$ cat src/rtl/xirq_pkg.sv
package xirq_pkg;

    localparam int unsigned NUM_SRC   = 4;
    localparam int unsigned FLD_W     = 2;
    localparam int unsigned POL_BASE  = NUM_SRC * FLD_W;
    localparam int unsigned CFG_W     = POL_BASE + NUM_SRC / 2;
    localparam int unsigned LVL_W     = 2;
    localparam logic [LVL_W-1:0] LVL_MASKED = 2'b11;

    typedef enum logic [FLD_W-1:0] {
        MD_FALL_LOW = 2'b00,
        MD_RISE     = 2'b01,
        MD_FALL     = 2'b10,
        MD_BOTH     = 2'b11
    } sense_mode_e;

    typedef struct packed {
        logic fall;
        logic rise;
        logic low;
        logic high;
    } sense_sel_t;

    typedef enum logic {
        PS_IDLE = 1'b0,
        PS_HELD = 1'b1
    } pend_state_e;

    function automatic sense_sel_t decode_sense(sense_mode_e md, logic pol, logic hi_capable);
        sense_sel_t s;
        s = '0;
        unique case (md)
            MD_FALL_LOW: begin
                if (pol && hi_capable) begin
                    s.rise = 1'b1;
                    s.high = 1'b1;
                end else begin
                    s.fall = 1'b1;
                    s.low  = 1'b1;
                end
            end
            MD_RISE: s.rise = 1'b1;
            MD_FALL: s.fall = 1'b1;
            MD_BOTH: begin
                s.rise = 1'b1;
                s.fall = 1'b1;
            end
            default: s = '0;
        endcase
        return s;
    endfunction

endpackage

$ cat src/rtl/xirq_pin_sync.sv
module xirq_pin_sync #(
    parameter int unsigned W       = 9,
    parameter logic        RST_LVL = 1'b1
) (
    input  logic         clk,
    input  logic         rst_n,
    input  logic [W-1:0] raw,
    output logic [W-1:0] cur,
    output logic [W-1:0] prv
);

    logic [W-1:0] meta_q;
    logic [W-1:0] sync_q;
    logic [W-1:0] last_q;

    always_ff @(posedge clk or negedge rst_n) begin
        if (!rst_n) begin
            meta_q <= {W{RST_LVL}};
            sync_q <= {W{RST_LVL}};
            last_q <= {W{RST_LVL}};
        end else begin
            meta_q <= raw;
            sync_q <= meta_q;
            last_q <= sync_q;
        end
    end

    assign cur = sync_q;
    assign prv = last_q;

endmodule

$ cat src/rtl/xirq_src_merge.sv
module xirq_src_merge #(
    parameter int unsigned W = 3
) (
    input  logic [W-1:0] cur,
    input  logic [W-1:0] prv,
    input  logic [W-1:0] dir,
    input  logic [W-1:0] opt,
    output logic         fall_any,
    output logic         rise_any,
    output logic         low_any,
    output logic         high_any
);

    logic [W-1:0] live;

    always_comb begin
        live     = ~dir & opt;
        fall_any = |(live & prv & ~cur);
        rise_any = |(live & ~prv & cur);
        low_any  = |(live & ~cur);
        high_any = |(live & cur);
    end

endmodule

$ cat src/rtl/xirq_cfg_reg.sv
module xirq_cfg_reg
    import xirq_pkg::*;
(
    input  logic             clk,
    input  logic             rst_n,
    input  logic [LVL_W-1:0] cpu_lvl,
    input  logic             wr,
    input  logic [CFG_W-1:0] wdata,
    output logic [CFG_W-1:0] cfg_q,
    output logic [NUM_SRC-1:0] src_clr
);

    logic accept;

    assign accept = wr && (cpu_lvl == LVL_MASKED);

    always_ff @(posedge clk or negedge rst_n) begin
        if (!rst_n) begin
            cfg_q <= '0;
        end else if (accept) begin
            cfg_q <= wdata;
        end
    end

    for (genvar s = 0; s < NUM_SRC; s++) begin : g_clr
        localparam int unsigned FLO = s * FLD_W;
        localparam int unsigned PIX = POL_BASE + s / 2;
        logic changed;
        assign changed = (wdata[FLO +: FLD_W] != cfg_q[FLO +: FLD_W])
                       || (wdata[PIX] != cfg_q[PIX]);
        assign src_clr[s] = accept && changed;
    end

endmodule

$ cat src/rtl/xirq_pend_fsm.sv
module xirq_pend_fsm
    import xirq_pkg::*;
(
    input  logic       clk,
    input  logic       rst_n,
    input  sense_sel_t sel,
    input  logic       fall_any,
    input  logic       rise_any,
    input  logic       low_any,
    input  logic       high_any,
    input  logic       ack,
    input  logic       clr,
    output logic       pend
);

    pend_state_e state_q;
    pend_state_e state_d;
    logic        edge_hit;
    logic        drop;

    assign edge_hit = (sel.fall && fall_any) || (sel.rise && rise_any);
    assign drop     = ack || clr;

    always_ff @(posedge clk or negedge rst_n) begin
        if (!rst_n) begin
            state_q <= PS_IDLE;
        end else begin
            state_q <= state_d;
        end
    end

    always_comb begin
        state_d = state_q;
        unique case (state_q)
            PS_IDLE: if (edge_hit && !drop) state_d = PS_HELD;
            PS_HELD: if (drop)              state_d = PS_IDLE;
            default: state_d = PS_IDLE;
        endcase
    end

    always_comb begin
        pend = (state_q == PS_HELD)
             || (sel.low && low_any)
             || (sel.high && high_any);
    end

endmodule

$ cat src/rtl/xirq_sense_ctrl.sv
module xirq_sense_ctrl
    import xirq_pkg::*;
#(
    parameter int unsigned GW0 = 3,
    parameter int unsigned GW1 = 1,
    parameter int unsigned GW2 = 4,
    parameter int unsigned GW3 = 1,
    localparam int unsigned NPIN = GW0 + GW1 + GW2 + GW3
) (
    input  logic               clk,
    input  logic               rst_n,
    input  logic [NPIN-1:0]    pin_in,
    input  logic [NPIN-1:0]    pin_dir,
    input  logic [NPIN-1:0]    pin_opt,
    input  logic [LVL_W-1:0]   cpu_lvl,
    input  logic               cfg_wr,
    input  logic [CFG_W-1:0]   cfg_wdata,
    output logic [CFG_W-1:0]   cfg_rdata,
    input  logic [NUM_SRC-1:0] irq_ack,
    output logic [NUM_SRC-1:0] irq_pend
);

    logic [NPIN-1:0]    pin_cur;
    logic [NPIN-1:0]    pin_prv;
    logic [CFG_W-1:0]   cfg_q;
    logic [NUM_SRC-1:0] src_clr;

    xirq_pin_sync #(.W(NPIN), .RST_LVL(1'b1)) u_sync (
        .clk (clk),
        .rst_n (rst_n),
        .raw (pin_in),
        .cur (pin_cur),
        .prv (pin_prv)
    );

    xirq_cfg_reg u_cfg (
        .clk     (clk),
        .rst_n   (rst_n),
        .cpu_lvl (cpu_lvl),
        .wr      (cfg_wr),
        .wdata   (cfg_wdata),
        .cfg_q   (cfg_q),
        .src_clr (src_clr)
    );

    assign cfg_rdata = cfg_q;

    for (genvar s = 0; s < NUM_SRC; s++) begin : g_src
        localparam int unsigned GW  = (s == 0) ? GW0 : (s == 1) ? GW1 : (s == 2) ? GW2 : GW3;
        localparam int unsigned OFS = (s == 0) ? 0
                                    : (s == 1) ? GW0
                                    : (s == 2) ? GW0 + GW1
                                    : GW0 + GW1 + GW2;
        localparam logic HI_OK = ((s % 2) == 0);

        logic       fall_any, rise_any, low_any, high_any;
        sense_sel_t sel;

        assign sel = decode_sense(sense_mode_e'(cfg_q[s*FLD_W +: FLD_W]),
                                  cfg_q[POL_BASE + s/2], HI_OK);

        xirq_src_merge #(.W(GW)) u_merge (
            .cur      (pin_cur[OFS +: GW]),
            .prv      (pin_prv[OFS +: GW]),
            .dir      (pin_dir[OFS +: GW]),
            .opt      (pin_opt[OFS +: GW]),
            .fall_any (fall_any),
            .rise_any (rise_any),
            .low_any  (low_any),
            .high_any (high_any)
        );

        xirq_pend_fsm u_pend (
            .clk      (clk),
            .rst_n    (rst_n),
            .sel      (sel),
            .fall_any (fall_any),
            .rise_any (rise_any),
            .low_any  (low_any),
            .high_any (high_any),
            .ack      (irq_ack[s]),
            .clr      (src_clr[s]),
            .pend     (irq_pend[s])
        );
    end

endmodule

$ cat config.mk
export PLATFORM = sky130hd
export DESIGN_NAME = xirq_sense_ctrl
export DESIGN_NICKNAME = d
export VERILOG_FILES = /design/src/rtl/xirq_pkg.sv /design/src/rtl/xirq_pin_sync.sv /design/src/rtl/xirq_src_merge.sv /design/src/rtl/xirq_cfg_reg.sv /design/src/rtl/xirq_pend_fsm.sv /design/src/rtl/xirq_sense_ctrl.sv
export SDC_FILE = /design/constraint.sdc
export NUM_CORES = 1
export LEC_CHECK = 0
export BUFFER_PORTS_ARGS = -buffer_cell sky130_fd_sc_hd__buf_2
export CORE_MARGIN = 8
export CORE_UTILIZATION = 40
export DETAILED_ROUTE_END_ITERATION = 6
export GPL_ROUTABILITY_DRIVEN = 0
export MAX_ROUTING_LAYER = met4
export PLACE_DENSITY = 0.75
export RECOVER_POWER = 100
export SLEW_MARGIN = 30
export SYNTH_ARGS = -nofsm -noshare
export SYNTH_HDL_FRONTEND = slang
export SYNTH_SLANG_ARGS = --single-unit
$ cat constraint.sdc
create_clock -name clk -period 2.35 [get_ports clk]
set_clock_uncertainty 0.05 [all_clocks]
set_input_delay 0.1175 -clock clk [delete_from_list [all_inputs] [get_ports clk]]
set_output_delay 0.1175 -clock clk [all_outputs]
set_load 0.01 [all_outputs]
After elaboration in Yosys (flattened, before gate mapping)
Cells that the tools add are included.
Storage, ports and cells
  memories: 0
  memory bits (read-only): 0
  latch bits: 0
  bits in writable memories: 0
  bits in registers: 41
  output and inout bits: 14
  bits of input ports: 46
Cells by class
  multiply operators: 0
  shift operators: 0
  divide/modulo/power cells: 0
  eq/ne operators: 19
  bitwise operators: 42
  multiplexer cells: 28
  reductions and logical operators: 65
  add/subtract/negate cells: 0
  $lt $le $gt $ge: 0
Operators with widths (number)
  4-bit bitwise AND: 7
  1-bit logical AND: 23
  3-bit bitwise AND: 7
  2-bit == test (second input constant): 9
  1-bit logical OR: 18
  1-bit 2-to-1 mux: 18
  3-bit OR reduction: 6
  1-bit case mux with 2 select lines: 8
  4-bit OR reduction: 4
  1-bit bitwise AND: 12
  4-bit inverter: 3
  2-bit OR reduction: 6
  1-bit inverter: 10
  3-bit inverter: 3
  2-bit by 1-bit == test with 1-bit output (second input constant): 4
  2-bit logical NOT: 4
  2-bit != test: 4
  1-bit logical NOT: 4
  2-bit 2-to-1 mux: 2
  1-bit != test: 2

Depth between registers and ports, before layout
Gate-level depths: netlist of the first run.
  word-level depth: 10
  gate-level depth with buffers: 5

Cells and area by module
A second synthesis of the first run with hierarchy kept.
Second synthesis, totals
  cells, all modules: 136
  area total of the unflattened synthesis: 1913.1 µm²
Modules (own cells, without submodules)
  xirq_pin_sync: sequential area each 709.4 µm², area an instance 709.4 µm², cells an instance 27, times used 1
  xirq_cfg_reg: sequential area each 250.2 µm², area an instance 526.8 µm², cells an instance 36, times used 1
  xirq_pend_fsm: sequential area each 25.0 µm², area an instance 55.1 µm², cells an instance 4, times used 4
  xirq_src_merge (g_src[2].u_merge): sequential area each 0.0 µm², area an instance 176.4 µm², cells an instance 20, times used 1
  xirq_sense_ctrl: sequential area each 0.0 µm², area an instance 98.8 µm², cells an instance 17, times used 1
  xirq_src_merge (g_src[0].u_merge): sequential area each 0.0 µm², area an instance 96.3 µm², cells an instance 12, times used 1
  xirq_src_merge (g_src[1].u_merge ...): sequential area each 0.0 µm², area an instance 42.5 µm², cells an instance 4, times used 2

Least setup slack after synthesis of the first run
No wires, ideal clock.
  path type: flip-flop to output port
  start: reg u_sync.sync_q[7], in the netlist u_sync.cur[7]
  end: out irq_pend[2]
  setup slack: 0.917 ns
  path buffers: 1
  data required time: 2.183 ns
  cell stages (with the launch flop): 6
  data arrival time: 1.265 ns
  cells stage by stage: dfstp_2 -> nand3b_1 -> a21boi_0 -> and4_1 -> o41ai_2 -> buf_4
On the way
  word-level cells in the longest chain between the ends: 6
RTL lines
  from (decl): RTL line xirq_pin_sync.sv:13  | logic [W-1:0] sync_q;
  from (signal assigned): RTL line xirq_pin_sync.sv:19  | sync_q <= {W{RST_LVL}};
  from (signal assigned): RTL line xirq_pin_sync.sv:23  | sync_q <= meta_q;
  4-bit inverter: RTL line xirq_src_merge.sv:20  | low_any = |(live & ~cur);
  4-bit bitwise AND: RTL line xirq_src_merge.sv:20
  4-bit OR reduction: RTL line xirq_src_merge.sv:20
  1-bit logical AND: RTL line xirq_pend_fsm.sv:43  | || (sel.low && low_any)
  1-bit logical OR: RTL line xirq_pend_fsm.sv:43
  1-bit logical OR (*): RTL line xirq_pend_fsm.sv:44  | || (sel.high && high_any);
  to (decl): RTL line xirq_sense_ctrl.sv:20  | output logic [NUM_SRC-1:0] irq_pend
Every way passes the cells marked *; elsewhere a longest branch is shown, timed or not.

Worst setup path after layout of the first run
Same ends and word-level chain as after synthesis.

==> out/qor.csv, run 1 <==
stage,metric,value,unit
outcome,status,finished clean,
yosys,syn_nets,180,
yosys,synthCells,134,
place,io_buffer_count,59,
timing,finalMaxSlewViolations,0,
power,cellPowerDensity,697.5,nW/um2
floorplanning,die_h,82.55,um
timing,slew-limit-headroom,35.10,%
clock_tree,cts-root-buf,clkbuf_8,
yosys,syn_area,1772,um2
timing,fin_crit_sh,80.07,%
floorplanning,dieArea,6815,um2
hold_path,hold_path_class,input port to flip-flop,
grt,grt_pass1_vias,1326,
layout,mostFrequentLayoutCell,buf_2,
timing,hold_viol_final,0,
clock_tree,cts-resized-gates,0,
setup_path,cp-start-kind,flip-flop,
clock_tree,cts_max_level,2,
grt,grt_first_pass_wirelength,5796,um
setup_path,r2r_cells,4,
place,place_ws,0.8476,ns
setup_path,r2r_setup_slack,1.00,ns
grt,antenna_found_initial,0,
power,ir_drop,0.0003920,V
floorplanning,initial_utilization,40.97,%
setup_path,r2r-end,g_src[2].u_pend.state_q,
yosys,synth_warnings,0,
timing,worst_pin_slew,0.9735,ns
clock_tree,cts.path.max_buffers,2,
setup_path,startpoint,u_sync.cur[7],
grt,grt_max_degree,42,
yosys,ys_types,31,
clock_tree,cts_num_sinks,41,
yosys,seq_area_frac_synth,59.82,%
setup_path,endpoint,irq_pend[2],
floorplanning,dieWidth,82.55,um
grt,grt.total_usage,11.55,%
yosys,syn_avg_cell_area,13.22,um2
floorplanning,num_rows,24,
routing,avgViaCountPerCell,4.870,
clock_tree,clk_pin_slew,0.08,ns
job,drv_cap,0,
grt,grt-ovfl-total,0,
layout,syn_to_final_growth,30.23,%
setup_path,rr_startpoint,u_sync.cur[5],
timing,rsz0062_at_grt,false,
routing,dr.pass1.iters,4,
routing,final_antenna_net_count,0,
clock_tree,cts_inserted_buffers,5,
setup_path,cp_data_arrival_time,1.71,ns
routing,drtIter0Drc,45,
floorplanning,io_pins,60,
layout,num_antenna_cells,0,
layout,nNetsFinal,255,
yosys,ys_ff_latch,41,
timing,finalSetupViolations,0,
layout,n_fill_cell,391,
floorplanning,core_area,4324,um2
setup_path,worst-setup-path-type,flip-flop to primary output,
timing,fmax,531.4,MHz
routing,vias,1276,
timing,post-route-min-period,1.882,ns
clock_tree,holdBufCountCts,14,
clock_tree,cts_tree,done,
setup_path,crit_required,2.18,ns
clock_tree,insertion_delay,0.28,ns
setup_path,end_kind,primary output,
routing,post-route-drc-count,0,
routing,wl,3700,um
clock_tree,cts_setup_buffers,0,
layout,drive_gt1_share,40.95,%
setup_path,crit_path_max_fanout,3,
layout,layout_common_cells,"buf_2 (44), dfstp_2 (18), clkbuf_1 (15), dfrtp_1 (14), dlygate4sd3_1 (14)",
routing,wl_per_cell,14.12,um
power,leakage,0.9659,nW
timing,fin_ws,0.4683,ns
timing,tns,0,ns
## layer usage
| metal | vias up | routed length [um] | track usage [%] |
|---|---|---|---|
| met4 | 0 | 34 | 4.138 |
| met5 | - | 0 | - |
| met1 | 597 | 1628 | 12.95 |
| li1 | 637 | - | - |
| met3 | 5 | 312 | 4.762 |
| met2 | 37 | 1725 | 18.17 |
## cells in the mapped netlist
library cell	instances	area share (%)
a32o_1	1	0.56
and2b_1	2	0.85
nor2b_1	5	1.8
nor3b_2	5	3.5
nand3_1	1	0.28
nand3b_1	6	2.5
o41ai_2	1	0.92
a311oi_1	2	0.99
nand4_1	1	0.35
a22oi_1	1	0.42
nor2_1	3	0.64
nand2_1	3	0.64
and4_1	1	0.49
a21oi_1	2	0.56
a31oi_1	4	1.4
xnor2_1	10	4.9
mux2_2	10	6.4
o31ai_1	1	0.42
buf_4	4	1.7
dfrtp_1	14	20
o22ai_1	9	3.2
nand2b_1	6	2.1
dfstp_2	27	40
o41ai_1	1	0.49
nor4_1	1	0.35
a21o_1	2	0.85
nor3_1	4	1.1
buf_6	1	0.64
inv_1	3	0.64
a21boi_0	1	0.42
o2bb2ai_1	2	0.99
## cells by family after synthesis
family	count (synthesis)	synth area share, %
flops	41	59.82
xor+xnor	10	4.943
simple gates	38	14.69
mux	10	6.356
compound gates	27	11.23
buf+inv	8	2.966
## metrics by stage
| step | utilization [%] | hold slack, ns | power, mW | std cells | area (um2) |
|---|---|---|---|---|---|
| 2_1_floorplan | - | -0.2281 | 1.037 | 134 | 1772 |
| 4_1_cts | 53.76 | 0.02563 | 1.655 | 262 | 2325 |
| 3_5_place_dp | 48.35 | 0.1737 | 1.158 | 240 | 2091 |
| 6_report | 53.36 | 0.03815 | 1.609 | 262 | 2307 |
| 5_1_grt | 53.36 | 0.02701 | 1.713 | 262 | 2307 |
| 3_3_place_gp | 48.35 | 0.1721 | 1.150 | 240 | 2091 |
## worst min path at each step
stage	depth (start not counted)	endpoint	slack, ns	startpoint
4_1_cts	2	u_cfg.cfg_q[4]	0.03	cfg_wdata[4]
3_5_place_dp	1	u_sync.meta_q[3]	0.17	pin_in[3]
6_report	2	u_cfg.cfg_q[4]	0.04	cfg_wdata[4]
2_1_floorplan	0	g_src[0].u_pend.state_q	-0.23	rst_n
3_3_place_gp	1	u_sync.meta_q[3]	0.17	pin_in[3]
5_1_grt	2	u_cfg.cfg_q[4]	0.03	cfg_wdata[4]
## registers in the layout, summed over array words and instances, names as in the netlist
signal and cells:
u_cfg.cfg_q 10, u_sync.cur 9, u_sync.meta_q 9, u_sync.prv 9, g_src.u_pend.state_q 4
## worst max-delay path, stage by stage (launching register included)
cell	delay, ns
dfstp_1	0.56
nand3b_1	0.11
a21boi_0	0.14
and4_1	0.22
o41ai_2	0.20
clkbuf_1	0.19
## area by class of cell
class	count	area (um2)	area share, %
flip-flops and latches	41	1060	45.93
multi-input cells	85	659.4	28.58
repair buffers	73	417.9	18.11
clock buffers	7	86.33	3.742
well taps	52	65.06	2.820
inverters	3	11.26	0.4881
clock inverters	1	7.507	0.3254
## power breakdown
group | switching (mW) | total, mW | internal (mW)
Clock | 0.227 | 0.465 | 0.238
Sequential | 0.0702 | 0.854 | 0.783
Combinational | 0.132 | 0.290 | 0.158
Total | 0.429 | 1.61 | 1.18
(Power assumes the default switching activity.)
==> run 2: changes to the inputs <==
==> constraint.sdc (replaced) <==
create_clock -name clk -period 1.9 [get_ports clk]
set_clock_uncertainty 0.05 [all_clocks]
set_input_delay 0.095 -clock clk [delete_from_list [all_inputs] [get_ports clk]]
set_output_delay 0.095 -clock clk [all_outputs]
set_load 0.01 [all_outputs]
==> run 2 against run 1 <==
Setup slack got worse by 0.35 ns. Via count increased by 3.5%. Design area increased by 2.0%. Register-to-register slack got worse by 0.48 ns. Clock power increased by 24%. Core utilization increased by 1.1 points. Combinational power increased by 27%. Critical path type unchanged. Die area unchanged. Sequential power increased by 24%. Global-route usage unchanged.
==> out/qor.csv, run 2 (synthesis results as in run 1) <==
stage,metric,value,unit
timing,fin_ws,0.1176,ns
power,ir_drop,0.0004545,V
timing,post-route-min-period,1.782,ns
clock_tree,cts_tree,done,
floorplanning,dieArea,6815,um2
floorplanning,die_h,82.55,um
clock_tree,insertion_delay,0.29,ns
layout,num_antenna_cells,0,
timing,finalSetupViolations,0,
timing,fin_crit_sh,93.81,%
grt,grt_max_degree,28,
timing,fmax,561.0,MHz
hold_path,min_path_cells,2,
layout,largest-register,u_cfg.cfg_q,
layout,drive_gt1_share,41.86,%
grt,grt_first_pass_wirelength,5775,um
routing,dr.pass1.iters,4,
grt,grt_pass1_vias,1404,
layout,nNetsFinal,260,
timing,whs,0.01589,ns
outcome,status,finished clean,
job,drv_cap,0,
clock_tree,clk_pin_slew,0.08,ns
floorplanning,num_rows,24,
grt,grt-ovfl-total,0,
hold_path,hold_path_class,input port to flip-flop,
setup_path,end_kind,primary output,
layout,largest_reg_flops,10,
setup_path,cp-start-kind,flip-flop,
place,place_ws,0.4210,ns
place,place_inst,242,
clock_tree,holdBufCountCts,16,
routing,wl,3749,um
routing,vias,1321,
timing,tns,0,ns
clock_tree,cts_setup_buffers,0,
power,cellPowerDensity,850.6,nW/um2
power,leakage,0.9927,nW
timing,slew-limit-headroom,9.278,%
place,io_buffer_count,59,
clock_tree,cts_inserted_buffers,5,
routing,final_antenna_net_count,0,
timing,finalMaxSlewViolations,0,
floorplanning,initial_utilization,40.97,%
layout,multiInputGateArea,659.4,um2
layout,ff_latch_area,1060,um2
setup_path,worst-setup-path-type,flip-flop to primary output,
clock_tree,cts.path.max_buffers,2,
timing,rsz0062_at_grt,false,
layout,layout_common_cells,"buf_2 (46), dfstp_2 (19), dlygate4sd3_1 (17), clkbuf_1 (14), dfrtp_1 (14)",
layout,n_fill_cell,392,
grt,grt.total_usage,11.55,%
floorplanning,dieWidth,82.55,um
clock_tree,cts-root-buf,clkbuf_8,
clock_tree,cts-resized-gates,0,
routing,wl_per_cell,14.04,um
timing,hold_viol_final,0,
routing,post-route-drc-count,0,
clock_tree,cts_max_level,2,
grt,antenna_found_initial,0,
setup_path,cp_data_arrival_time,1.64,ns
clock_tree,cts_num_sinks,41,
setup_path,r2r_cells,4,
routing,drtIter0Drc,36,
floorplanning,io_pins,60,
routing,avgViaCountPerCell,4.948,
floorplanning,core_area,4324,um2
setup_path,crit_required,1.75,ns
layout,syn_to_final_growth,32.84,%
place,place_hpwl,2891,um
timing,worst_pin_slew,1.361,ns
setup_path,crit_path_max_fanout,3,
layout,mostFrequentLayoutCell,buf_2,
layout,instances_no_fill,267,
==> run 2: where the power goes <==
part	internal [mW]	switching, mW
logic	0.205	0.162
clock network	0.295	0.282
registers	0.969	0.0888
total	1.47	0.533
==> run 2: cell type report <==
cell class	count	area share [%]
clock buffers	7	3.668
well taps	52	2.764
inverters	3	0.4785
repair buffers	78	19.72
flip-flops and latches	41	45.03
multi-input cells	85	28.02
clock inverters	1	0.3190
==> run 2: path summary, 6_finish.rpt <==
check	start	slack [ns]	to
worst max-delay path	u_sync.cur[7]	0.12	irq_pend[2]
worst min-delay path	cfg_wdata[8]	0.02	u_cfg.cfg_q[8]
worst max register to register	u_sync.cur[4]	0.52	g_src[2].u_pend.state_q
worst min register to register	u_sync.meta_q[8]	0.31	u_sync.cur[8]
max in group asynchronous	rst_n	0.30	u_sync.prv[8]
min in group asynchronous	rst_n	0.59	u_cfg.cfg_q[8]
==> run 2: metrics by stage <==
step	instance area (um2)	power (mW)	utilization [%]
2_1_floorplan	1772	1.282	-
3_3_place_gp	2106	1.426	48.70
3_5_place_dp	2106	1.435	48.70
4_1_cts	2360	2.054	54.57
5_1_grt	2354	2.122	54.43
6_report	2354	2.002	54.43
==> run 2: worst max-delay path, stage by stage, from the launching register on <==
cell	delay, ns
dfstp_2	0.56
nand3b_1	0.09
a21boi_0	0.13
and4_1	0.21
o41ai_2	0.18
buf_2	0.18
==> run 2: layer usage <==
layer | GRT usage (%) | up-vias | wire length (um)
met5 | - | - | 0
met4 | 4.655 | 0 | 52
met3 | 4.762 | 6 | 312
met2 | 19.66 | 45 | 1849
met1 | 11.51 | 627 | 1535
li1 | - | 643 | -
